File: config.mk
export PLATFORM = sky130hd
export DESIGN_NAME = rst_seq_ctrl
export DESIGN_NICKNAME = d
export VERILOG_FILES = /design/src/rtl/rst_seq_pkg.sv /design/src/rtl/rst_line_sync.sv /design/src/rtl/rst_seq_fsm.sv /design/src/rtl/rst_cfg_gate.sv /design/src/rtl/rst_seq_ctrl.sv
export SDC_FILE = /design/constraint.sdc
export NUM_CORES = 1
export LEC_CHECK = 0
export ABC_AREA = 1
export BUFFER_PORTS_ARGS = -buffer_cell sky130_fd_sc_hd__buf_2
export CAP_MARGIN = 20
export CORE_UTILIZATION = 45
export CTS_CLUSTER_DIAMETER = 50
export DETAILED_ROUTE_END_ITERATION = 16
export PLACE_DENSITY = 0.72
export SYNTH_ARGS = -nofsm -noshare
export SYNTH_HDL_FRONTEND = slang
export SYNTH_SLANG_ARGS = --single-unit
export TNS_END_PERCENT = 50
File: constraint.sdc
create_clock -name clk -period 2.12 [get_ports clk]
set_input_delay 0.424 -clock clk [delete_from_list [all_inputs] [get_ports clk]]
set_output_delay 0.424 -clock clk [all_outputs]
set_load 0.02 [all_outputs]
File: src/rtl/rst_seq_pkg.sv
package rst_seq_pkg;

  typedef enum logic [2:0] {
    SEQ_IDLE  = 3'd0,
    SEQ_HARD  = 3'd1,
    SEQ_SOFT  = 3'd2,
    SEQ_WREL  = 3'd3,
    SEQ_BLANK = 3'd4
  } seq_state_e;

  localparam int unsigned SYNC_STAGES_DEF = 2;

endpackage

File: src/rtl/rst_line_sync.sv
// Multi-bit synchronizer chain for sensed reset line levels; resets to the idle (high) level.
module rst_line_sync #(
  parameter int unsigned WIDTH   = 2,
  parameter int unsigned STAGES  = 2,
  parameter logic        RST_VAL = 1'b1
) (
  input  logic             clk,
  input  logic             rst_n,
  input  logic [WIDTH-1:0] d_i,
  output logic [WIDTH-1:0] q_o
);

  logic [WIDTH-1:0] chain_q [STAGES];

  always_ff @(posedge clk or negedge rst_n) begin
    if (!rst_n) begin
      for (int i = 0; i < STAGES; i++) begin
        chain_q[i] <= {WIDTH{RST_VAL}};
      end
    end else begin
      chain_q[0] <= d_i;
      for (int i = 1; i < STAGES; i++) begin
        chain_q[i] <= chain_q[i-1];
      end
    end
  end

  assign q_o = chain_q[STAGES-1];

endmodule

File: src/rtl/rst_seq_fsm.sv
// Sequence controller: assertion interval, release wait, blanking window.
module rst_seq_fsm
  import rst_seq_pkg::*;
#(
  parameter int unsigned ASSERT_CYC = 512,
  parameter int unsigned BLANK_CYC  = 16
) (
  input  logic clk,
  input  logic rst_n,
  input  logic hard_req_i,
  input  logic soft_req_i,
  input  logic hard_lvl_i,
  input  logic soft_lvl_i,
  output logic hard_act_o,
  output logic soft_act_o,
  output logic hard_go_o,
  output logic done_o
);

  localparam int unsigned MAX_CYC     = (ASSERT_CYC > BLANK_CYC) ? ASSERT_CYC : BLANK_CYC;
  localparam int unsigned CNT_W       = (MAX_CYC > 1) ? $clog2(MAX_CYC) : 1;
  localparam logic [CNT_W-1:0] ASSERT_LAST = CNT_W'(ASSERT_CYC - 1);
  localparam logic [CNT_W-1:0] BLANK_LAST  = CNT_W'(BLANK_CYC - 1);
  localparam logic [CNT_W-1:0] CNT_ONE     = CNT_W'(1);

  seq_state_e       st_q, st_nx;
  logic [CNT_W-1:0] cnt_q, cnt_nx;
  logic             cnt_en;
  logic             cnt_zero;

  assign cnt_zero = (cnt_q == '0);

  // next-state logic
  always_comb begin
    st_nx     = st_q;
    cnt_nx    = cnt_q;
    cnt_en    = 1'b0;
    hard_go_o = 1'b0;
    unique case (st_q)
      SEQ_IDLE: begin
        if (hard_req_i) begin
          st_nx     = SEQ_HARD;
          cnt_nx    = ASSERT_LAST;
          cnt_en    = 1'b1;
          hard_go_o = 1'b1;
        end else if (soft_req_i) begin
          st_nx  = SEQ_SOFT;
          cnt_nx = ASSERT_LAST;
          cnt_en = 1'b1;
        end
      end
      SEQ_HARD: begin
        if (cnt_zero) begin
          st_nx = SEQ_WREL;
        end else begin
          cnt_nx = cnt_q - CNT_ONE;
          cnt_en = 1'b1;
        end
      end
      SEQ_SOFT: begin
        if (hard_req_i) begin
          st_nx     = SEQ_HARD;
          cnt_nx    = ASSERT_LAST;
          cnt_en    = 1'b1;
          hard_go_o = 1'b1;
        end else if (cnt_zero) begin
          st_nx = SEQ_WREL;
        end else begin
          cnt_nx = cnt_q - CNT_ONE;
          cnt_en = 1'b1;
        end
      end
      SEQ_WREL: begin
        if (hard_lvl_i && soft_lvl_i) begin
          st_nx  = SEQ_BLANK;
          cnt_nx = BLANK_LAST;
          cnt_en = 1'b1;
        end
      end
      SEQ_BLANK: begin
        if (cnt_zero) begin
          st_nx = SEQ_IDLE;
        end else begin
          cnt_nx = cnt_q - CNT_ONE;
          cnt_en = 1'b1;
        end
      end
      default: begin
        st_nx = SEQ_IDLE;
      end
    endcase
  end

  // state register
  always_ff @(posedge clk or negedge rst_n) begin
    if (!rst_n) begin
      st_q <= SEQ_IDLE;
    end else begin
      st_q <= st_nx;
    end
  end

  // interval counter with explicit enable
  always_ff @(posedge clk or negedge rst_n) begin
    if (!rst_n) begin
      cnt_q <= '0;
    end else if (cnt_en) begin
      cnt_q <= cnt_nx;
    end
  end

  assign hard_act_o = (st_q == SEQ_HARD);
  assign soft_act_o = (st_q == SEQ_SOFT);
  assign done_o     = (st_q == SEQ_BLANK) && cnt_zero;

endmodule

File: src/rtl/rst_cfg_gate.sv
// Configuration word latch, writable only until the first hard reset begins.
module rst_cfg_gate #(
  parameter int unsigned     CFG_W   = 32,
  parameter logic [CFG_W-1:0] CFG_RST = '0
) (
  input  logic             clk,
  input  logic             rst_n,
  input  logic             hard_go_i,
  input  logic             wr_i,
  input  logic [CFG_W-1:0] wr_data_i,
  output logic [CFG_W-1:0] word_o
);

  logic open_q;
  logic load_en;

  assign load_en = wr_i && open_q;

  always_ff @(posedge clk or negedge rst_n) begin
    if (!rst_n) begin
      open_q <= 1'b1;
    end else if (hard_go_i) begin
      open_q <= 1'b0;
    end
  end

  always_ff @(posedge clk or negedge rst_n) begin
    if (!rst_n) begin
      word_o <= CFG_RST;
    end else if (load_en) begin
      word_o <= wr_data_i;
    end
  end

endmodule

File: src/rtl/rst_seq_ctrl.sv
// Top: open-drain line sensing, request combining, sequencing and config gating.
module rst_seq_ctrl
  import rst_seq_pkg::*;
#(
  parameter int unsigned      ASSERT_CYC  = 512,
  parameter int unsigned      BLANK_CYC   = 16,
  parameter int unsigned      SYNC_STAGES = SYNC_STAGES_DEF,
  parameter int unsigned      CFG_W       = 32,
  parameter logic [CFG_W-1:0] CFG_RST     = '0
) (
  input  logic             clk,
  input  logic             rst_n,
  input  logic             hard_pad_i,
  input  logic             soft_pad_i,
  input  logic             wdog_expire_i,
  input  logic             busmon_expire_i,
  input  logic             test_req_i,
  input  logic             cfg_wr_i,
  input  logic [CFG_W-1:0] cfg_data_i,
  output logic             hard_drive_o,
  output logic             soft_drive_o,
  output logic             hard_rst_o,
  output logic             soft_rst_o,
  output logic             done_o,
  output logic [CFG_W-1:0] cfg_word_o
);

  localparam int unsigned LINES = 2;
  localparam int unsigned L_HARD = 0;
  localparam int unsigned L_SOFT = 1;

  logic [LINES-1:0] sense_raw;
  logic [LINES-1:0] sense_sync;
  logic             hard_act, soft_act, hard_go;
  logic             hard_req, soft_req;

  // wired-AND of pad level with own pull-down
  assign sense_raw[L_HARD] = hard_pad_i & ~hard_drive_o;
  assign sense_raw[L_SOFT] = soft_pad_i & ~soft_drive_o;

  rst_line_sync #(
    .WIDTH   (LINES),
    .STAGES  (SYNC_STAGES),
    .RST_VAL (1'b1)
  ) u_sync (
    .clk   (clk),
    .rst_n (rst_n),
    .d_i   (sense_raw),
    .q_o   (sense_sync)
  );

  assign hard_req = wdog_expire_i | busmon_expire_i | ~sense_sync[L_HARD];
  assign soft_req = test_req_i | ~sense_sync[L_SOFT];

  rst_seq_fsm #(
    .ASSERT_CYC (ASSERT_CYC),
    .BLANK_CYC  (BLANK_CYC)
  ) u_fsm (
    .clk        (clk),
    .rst_n      (rst_n),
    .hard_req_i (hard_req),
    .soft_req_i (soft_req),
    .hard_lvl_i (sense_sync[L_HARD]),
    .soft_lvl_i (sense_sync[L_SOFT]),
    .hard_act_o (hard_act),
    .soft_act_o (soft_act),
    .hard_go_o  (hard_go),
    .done_o     (done_o)
  );

  rst_cfg_gate #(
    .CFG_W   (CFG_W),
    .CFG_RST (CFG_RST)
  ) u_cfg (
    .clk       (clk),
    .rst_n     (rst_n),
    .hard_go_i (hard_go),
    .wr_i      (cfg_wr_i),
    .wr_data_i (cfg_data_i),
    .word_o    (cfg_word_o)
  );

  assign hard_drive_o = hard_act;
  assign soft_drive_o = hard_act | soft_act;
  assign hard_rst_o   = hard_act;
  assign soft_rst_o   = hard_act | soft_act;

endmodule

=== Word level (Yosys, flattened, before mapping) ===
Cells that the tools add are included.

* $add $sub $neg: 1
* Multiply operators: 0
* Divide/modulo/power cells: 0
* Order comparisons: 0
* Equal/unequal tests: 7
* Shift operators: 0
* Muxes and demuxes: 21
* Bitwise gates (word level): 10
* Reductions and logical operators: 10

{| class="wikitable"
|+ Operator list
! kind !! count
|-
| 9-bit two-way mux || 5
|-
| 9-bit case mux with 4 select lines || 1
|-
| 3-bit two-way mux || 6
|-
| 3-bit case mux with 5 select lines || 1
|-
| 9-bit zero test || 1
|-
| 9-bit by 1-bit subtractor with 9-bit output (second input constant) || 1
|-
| 1-bit two-way mux || 7
|-
| 3-bit by 2-bit == test with 1-bit output (second input constant) || 2
|-
| 2-bit by 1-bit != test with 1-bit output (second input constant) || 2
|-
| 1-bit inverter || 4
|-
| 1-bit OR || 4
|-
| 1-bit case mux with 4 select lines || 1
|-
| 4-bit AND reduction || 1
|-
| 4-bit nonzero test || 1
|-
| 2-bit OR reduction || 2
|-
| 3-bit by 1-bit == test with 1-bit output (second input constant) || 1
|-
| 3-bit == test (second input constant) || 1
|-
| 1-bit logical AND || 3
|-
| 3-bit zero test || 1
|-
| 3-bit != test (second input constant) || 1
|-
| 3-bit AND reduction || 1
|-
| 1-bit bitwise AND || 2
|}

* Flip-flop bits (word level): 49
* Latch bits: 0
* RAM bits: 0
* ROM bits: 0
* Memories kept: 0

=== Depth between registers and ports, before layout ===
Gate-level depths: netlist of run 1.

* Depth in word-level cells: 6
* Gate-level depth with buffers: 12
* Gate-level depth less buffers: 11

=== By module ===
Synthesis of run 1 repeated with hierarchy kept, for this count alone.

* Cells, all modules: 302
* Area total of the unflattened synthesis: 2,496.1 um2

{| class="wikitable"
|+ By module, submodules not included
! module !! times used !! cells each !! area each (um2) !! seq. area each (um2)
|-
| rst_cfg_gate || 1 || 143 || 1,391.3 || 827.0
|-
| rst_seq_fsm || 1 || 140 || 923.4 || 300.3
|-
| rst_line_sync || 1 || 6 || 120.1 || 105.1
|-
| rst_seq_ctrl || 1 || 13 || 61.3 || 0.0
|}

=== Worst setup path after synthesis of run 1 ===
Ideal clock, no wire load.

* Path kind: reg-to-output
* Start point: reg u_fsm.cnt_q[0]
* End point: out done_o
* Data arrival time: 1,467 ps
* Data required time: 1,696 ps
* Slack: 229 ps
* Cell stages (with the launch flop): 8
* Buffers on the path: 1
* Cell sequence: dfrtp_1 > inv_1 > ha_1 > nand2_1 > nor2_2 > nand3_2 > buf_6 > nor2_1

* Cells in the longest elaborated chain, start to end: 2

{| class="wikitable"
|+ RTL lines
! element !! line !! RTL
|-
| start: declaration || rst_seq_fsm.sv:27 || <nowiki>logic [CNT_W-1:0] cnt_q, cnt_nx;</nowiki>
|-
| start signal: assignment || rst_seq_fsm.sv:108 || <nowiki>cnt_q <= cnt_nx;</nowiki>
|-
| 9-bit zero test || rst_seq_fsm.sv:31 || <nowiki>assign cnt_zero = (cnt_q == '0);</nowiki>
|-
| 1-bit logical AND || rst_seq_fsm.sv:114 || <nowiki>assign done_o = (st_q == SEQ_BLANK) && cnt_zero;</nowiki>
|-
| end: declaration || rst_seq_ctrl.sv:24 || <nowiki>output logic done_o,</nowiki>
|}

Every way passes these cells.

=== Worst setup path after layout of run 1 ===
Ends and elaborated chain as after synthesis.

==> results of run 1 <==
## how the worst max path moves through the flow
stage                        end  slack, ns  cells after the start
after CTS                 done_o      0.006                      7
after global routing      done_o    -0.0009                      7
after floorplan           done_o       0.23                      7
after detailed placement  done_o       0.20                      7
final                     done_o       0.07                      7
after global placement    done_o       0.25                      7
## logic make-up (layout without fill, tap and decap cells)
family,count (synthesis),after routing,synth area share
DFF,49,49,0.5239
AOI/OAI and AO/OA,13,13,0.02979
buffers and inverters,35,120,0.06861
xor gates and xnor gates,1,1,0.003724
and+or+nand+nor,110,110,0.2154
muxes,32,32,0.1532
adders and majority gates,1,1,0.005318
## power by group
part | switching, uW | internal [uW] | total (uW)
logic | 1490 | 890 | 2390
registers | 270 | 1420 | 1690
clock network | 315 | 236 | 551
## layout by cell type, fill, tap and decap left out
cell      instances
nand2_1          46
nand3_4           2
inv_1            25
buf_4             8
inv_2             3
nand2_2           3
xor2_1            1
nand3_2           2
dfrtp_1          44
nand3b_1          1
nor2_1           33
o22ai_1           1
nand2_4           2
inv_6             1
mux2_2           32
o21ai_1           2
clkinv_2          1
ha_2              1
a21oi_1           4
nand4_1           2
dfstp_2           5
o21ai_0           5
buf_2            76
nor2_4            1
o21ai_2           1
clkbuf_1          1
nor2_2            4
clkbuf_8          5
nand3_1          14
## metal layers
metal / vias to the layer above / routed length (um) / GRT usage
li1: 935 / - / -
met5: - / 0 / 0
met3: 6 / 238 / 0.04743
met2: 58 / 2259 / 0.2889
met4: 0 / 44 / 0.04822
met1: 856 / 2153 / 0.2338
## layout make-up
type	instances	share of cell area
inverters	28	0.03597
flip-flops and latches	49	0.4218
clock buffers	6	0.02484
multi-input cells	157	0.3332
repair buffers	84	0.1507
well taps	67	0.02869
clock inverters	2	0.004711
## flip-flops by register name, indices dropped and copies added (netlist names)
| signal | cells |
|---|---|
| u_fsm.st_q | 3 |
| u_fsm.cnt_q | 9 |
| u_sync.q_o | 2 |
| u_cfg.word_o | 32 |
| u_sync.chain_q | 2 |
| u_cfg.open_q | 1 |
## repair_timing
item                                    CTS  global route
resized for setup                         4             0
buffers inserted                          0             4
endpoints found under the setup margin    1             1
cloned                                    0             0
pin swaps                                 0             1
## stage by stage
stage / cell area (um2) / setup TNS (ns) / std cells
floorplan: 2352 / 0 / 241
global placement: 2790 / 0 / 381
detailed placement: 2790 / 0 / 381
CTS: 2892 / 0 / 389
global route: 2922 / -0.0008762 / 393
finish: 2922 / 0 / 393
==> summary.md, run 1 <==
| Metric | Value |
|---|---|
| HP Class | `in -> async` |
| Buf+Inv Stages, Crit Path | `2` |
| Syn Nets | `around 280` |
| Router iterations before antenna repair | `4` |
| Hold Vio Cnt, Final | `0` |
| Synthesized instance count | `roughly 240` |
| Slew HR | `0.5979` |
| Critical Path Source | `u_fsm.cnt_q[0]` |
| Clock buffer depth | `2` |
| Dpl ws | `a little under 0.2 ns` |
| Vias per std cell | `between 4 and 5` |
| Fin crit period | `2.050 ns` |
| Power density over the cells | `1584 nW/um2` |
| Slowest stage delay, CP | `a little over 0.4 ns` |
| Number of distinct library cells after synthesis | `26` |
| EDFF count, synth | `0` |
| VDD IR max | `approximately 1000 uV` |
| Clk root buf | `clkbuf_8` |
| Most used DFF post-synth | `dfrtp_1` |
| CTS tree | `built` |
| Die area | `between 5000 and 6000 um2` |
| IO Count | `77` |
| Chip width | `74.30 um` |
| Reg2reg end | `u_fsm.cnt_q[5]` |
| Power Total | `4628 uW` |
| Max Cap Viol | `0` |
| Drt initial violations | `59` |
| Worst skew pair latency | `approximately 0.3 ns` |
| Hold Buf Count CTS | `0` |
| Startpoint Class | `flip-flop` |
| Critical Path Slowest Stage Cell | `dfrtp_1` |
| RR Startpoint | `u_fsm.cnt_q[0]` |
| P&R area growth vs syn | `24.20%` |
| Initial antenna violation count | `0` |
| Initial Util | `0.4821` |
| Seq/Total Area, Yosys | `0.5239` |
| CP max FO | `6` |
| Port Buffers | `76` |
| Gr ovfl total | `0` |
| Synthesized area per cell | `9.760 um2` |
| Synth cell count leaders | `nand2_1 (46), dfrtp_1 (44), nor2_1 (33), mux2_2 (32), inv_1 (26)` |
| Final setup vio count | `0` |
| Post-DP HPWL | `roughly 3.5 mm` |
| Crit Path Class | `reg -> out` |
| Antenna cells | `0` |
| Post-route setup slack | `~0.07 ns` |
| First-pass GRT wire length | `approximately 7.4 mm` |
| Flop-to-flop setup slack | `0.35 ns` |
| Post-DRT Antenna Nets | `0` |
| Total GRT Usage | `0.1768` |
| Leakage power | `0.001529 uW` |
| Synth warn | `0` |
| CP arrival | `1.63 ns` |
| Core area | `4880 um2` |
| Run status | `completed` |
| Fillers | `441` |
| Layout Nets | `366` |
| H-Tree Depth | `2` |
| Crit-path cells | `inv_2, ha_2, nand2_1, nor2_4, nand3_4, nor2_1, buf_2` |
| Yosys top cell area share | `0.4681` |
| Routed Wire Length | `around 4.7 mm` |
| Clock buffer count from CTS | `5` |
| CP delay by family, top | `simple AND/OR/NAND/NOR gates` |
| Clk_skew | `just over 0.01 ns` |
| CP Capture Type | `output port` |
| Vias in the first global route | `around 1,700` |
| Worst EP required | `approximately 1.7 ns` |
| Layout cells sized above 1 | `0.4509` |
| Via count | `1,855` |
| Largest net degree at the start of global routing | `50` |
| Clk sinks | `just under 50` |
| Yosys top cell by area | `dfrtp_1` |
| Std-Cell Rows | `25` |
| Fmax achieved | `between 0.4 and 0.5 GHz` |
| Fin crit share | `0.9670` |
| Slew @ Worst Pin | `roughly 0.6 ns` |
| Worst-path clk slew | `around 0.090 ns` |
| Sequential cell area | `1232 um2` |
| Slew Limit Fails | `0` |
| Count leader, synth | `nand2_1` |
| Multi-input logic area | `973.4 um2` |
| Yosys reg bits | `49` |
| WHS | `roughly 0.20 ns` |
| Gpl congestion | `around 0.83` |
| Mapped Area | `about 2400 um2` |
| DRC viols | `0` |
| Die height | `74.30 um` |
| R2R depth | `12` |
| Synth area leaders | `dfrtp_1 (47%), mux2_2 (15%), nand2_1 (7.3%), dfstp_2 (5.6%), nor2_1 (5.3%)` |
| Wire length per cell | `11.95 um` |
| Asr flop ratio synth | `1.000` |
| Final core occ | `0.5987` |
No activity file was read; power rests on OpenSTA's default activity.
==> run 2: changes to the inputs <==
- CTS_BUF_LIST: default -> sky130_fd_sc_hd__clkbuf_8
==> run 2 against run 1 <==
Effect of this change: clock power is 0.9% lower; wire length did not move; power about the same; fmax is the same; critical path depth unchanged; sequential share of layout area unchanged; critical path type unchanged; largest cell class unchanged.
==> summary.md, run 2 (same netlist as run 1, synthesis figures left out) <==
| Metric | Value |
|---|---|
| Clk root buf | `clkbuf_8` |
| CP arrival | `about 1.6 ns` |
| WHS | `around 0.2 ns` |
| Clk sinks | `slightly below 50` |
| Layout Nets | `~370` |
| Dpl ws | `roughly 0.20 ns` |
| Dpl cell area | `around 2800 um2` |
| Hold Vio Cnt, Final | `0` |
| CP delay by family, top | `simple AND/OR/NAND/NOR gates` |
| Total GRT Usage | `0.1768` |
| Startpoint Class | `flip-flop` |
| H-Tree Depth | `2` |
| HP Class | `in -> async` |
| Leading cell type in the layout, fill and taps excluded | `buf_2` |
| Final Non-Filler Cells | `around 390` |
| Die area | `around 5500 um2` |
| CP Capture Type | `output port` |
| Vias per std cell | `approximately 4.7` |
| Buf+Inv Stages, Crit Path | `2` |
| Slew Limit Fails | `0` |
| Critical Path Slowest Stage Cell | `dfrtp_1` |
| Via count | `about 1,900` |
| CTS tree | `built` |
| Largest Register | `u_cfg.word_o` |
| Run status | `completed` |
| Clk_skew | `0.01018 ns` |
| Vias in the first global route | `~1,700` |
| Initial Util | `0.4821` |
| Slowest stage delay, CP | `0.41 ns` |
| Antenna cells | `0` |
| Wire length per cell | `about 12 um` |
| Slew HR | `0.5979` |
| Std-Cell Rows | `25` |
| Crit-path cells | `inv_2, ha_2, nand2_1, nor2_4, nand3_4, nor2_1, buf_2` |
| Fin area | `about 2900 um2` |
| Routed Wire Length | `between 4 and 5 mm` |
| P&R area growth vs syn | `24.20%` |
| Largest register FFs | `32` |
| VDD IR max | `between 1000 and 1500 uV` |
| Most frequent cells in the layout | `buf_2 (76), nand2_1 (46), dfrtp_1 (44)` |
| Post-route setup slack | `0.07004 ns` |
| Clock buffer count from CTS | `5` |
| Fmax achieved | `around 0.49 GHz` |
| Post-DRT Antenna Nets | `0` |
| IO Count | `77` |
| Initial antenna violation count | `0` |
| R2R depth | `12` |
| Drt initial violations | `59` |
| Slew @ Worst Pin | `between 0.6 and 0.7 ns` |
| Fin crit period | `between 2 and 2.5 ns` |
| Die height | `roughly 74 um` |
| First-pass GRT wire length | `7.445 mm` |
| Router iterations before antenna repair | `4` |
| Core area | `roughly 4900 um2` |
| Worst skew pair latency | `roughly 0.30 ns` |
| Placed cells | `381` |
| Largest net degree at the start of global routing | `50` |
| DRC viols | `0` |
| Levels on crit path | `7` |
| Regs by FF count | `u_cfg.word_o: 32 flops, u_fsm.cnt_q: 9 flops, u_fsm.st_q: 3 flops` |
| CP max FO | `6` |
| Post-DP HPWL | `~3.5 mm` |
| Worst EP required | `around 1.7 ns` |
| Leakage power | `around 0.0015 uW` |
| Gpl congestion | `0.8348` |
| Port Buffers | `76` |
| Setup TNS | `0 ns` |
| Hold Buf Count CTS | `0` |
| Final setup vio count | `0` |
| Max Cap Viol | `0` |
| Clock buffer depth | `2` |
| Chip width | `74.30 um` |
| Fin crit share | `0.9670` |
| Gr ovfl total | `0` |
| Power density over the cells | `between 1500 and 2000 nW/um2` |
| Worst-path clk slew | `approximately 0.090 ns` |
| Layout cells sized above 1 | `0.4509` |
| Crit Path Class | `reg -> out` |
run 2: changes by cell type in the layout (fill, tap and decap cells not counted), sizes merged:
| cell | delta |
|---|---|
| clkbuf | -1 |
| inv | +1 |
run 2: area by class of cell:
type | instances | area (um2)
Clock buffer | 5 | 68.82
Clock inverter | 3 | 17.52
Fill cell | 441 | 1958
Inverter | 28 | 105.1
Multi-Input combinational cell | 157 | 973.4
Sequential cell | 49 | 1232
Tap cell | 67 | 83.83
Timing Repair Buffer | 84 | 440.4
run 2: path summary, 6_finish.rpt:
path | start | end | slack, ns
min in group clk | hard_pad_i | u_sync.chain_q[2] | 0.30
max in group asynchronous | rst_n | u_fsm.st_q[2] | 1.50
hold / removal | rst_n | u_fsm.cnt_q[0] | 0.20
setup reg to reg | u_fsm.cnt_q[0] | u_fsm.cnt_q[5] | 0.35
hold reg to reg | u_sync.chain_q[3] | u_sync.q_o[1] | 0.36
setup / recovery | u_fsm.cnt_q[0] | done_o | 0.07
run 2: where the power goes:
group          total [uW]  leakage (uW)  switching (uW)  internal, uW
clock network         546     0.0000497             315           231
logic                2390      0.000921            1490           890
registers            1690      0.000562             270          1420
total                4620       0.00153            2080          2540
run 2: metrics by stage:
step	utilization	total power (uW)
after CTS	0.5926	4664
after global placement	0.5718	4050
after detailed placement	0.5718	4095
final	0.5987	4623
after floorplan	-	3469
after global routing	0.5987	5012
run 2: what timing repair did:
item                                    4_1_cts  5_1_grt
cloned                                        0        0
gates resized for setup                       4        0
pin swaps                                     0        1
endpoints found under the setup margin        1        1
setup buffers                                 0        4
run 2: worst register-to-register path: cells and delay by family, from the launching register on:
kind	cells	cell delay, ns
adders and majority gates	1	0.22
buffers and inverters	3	0.38
DFF	1	0.41
and+or+nand+nor	8	0.68
run 2: routing by layer:
metal  global-route usage  vias to the layer above  part of all wire
met5                    0                        -                 0
met4              0.04822                        0            0.0094
met3              0.04743                        6             0.051
met2               0.2889                       58              0.48
met1               0.2338                      856              0.46
li1                     -                      935                 -
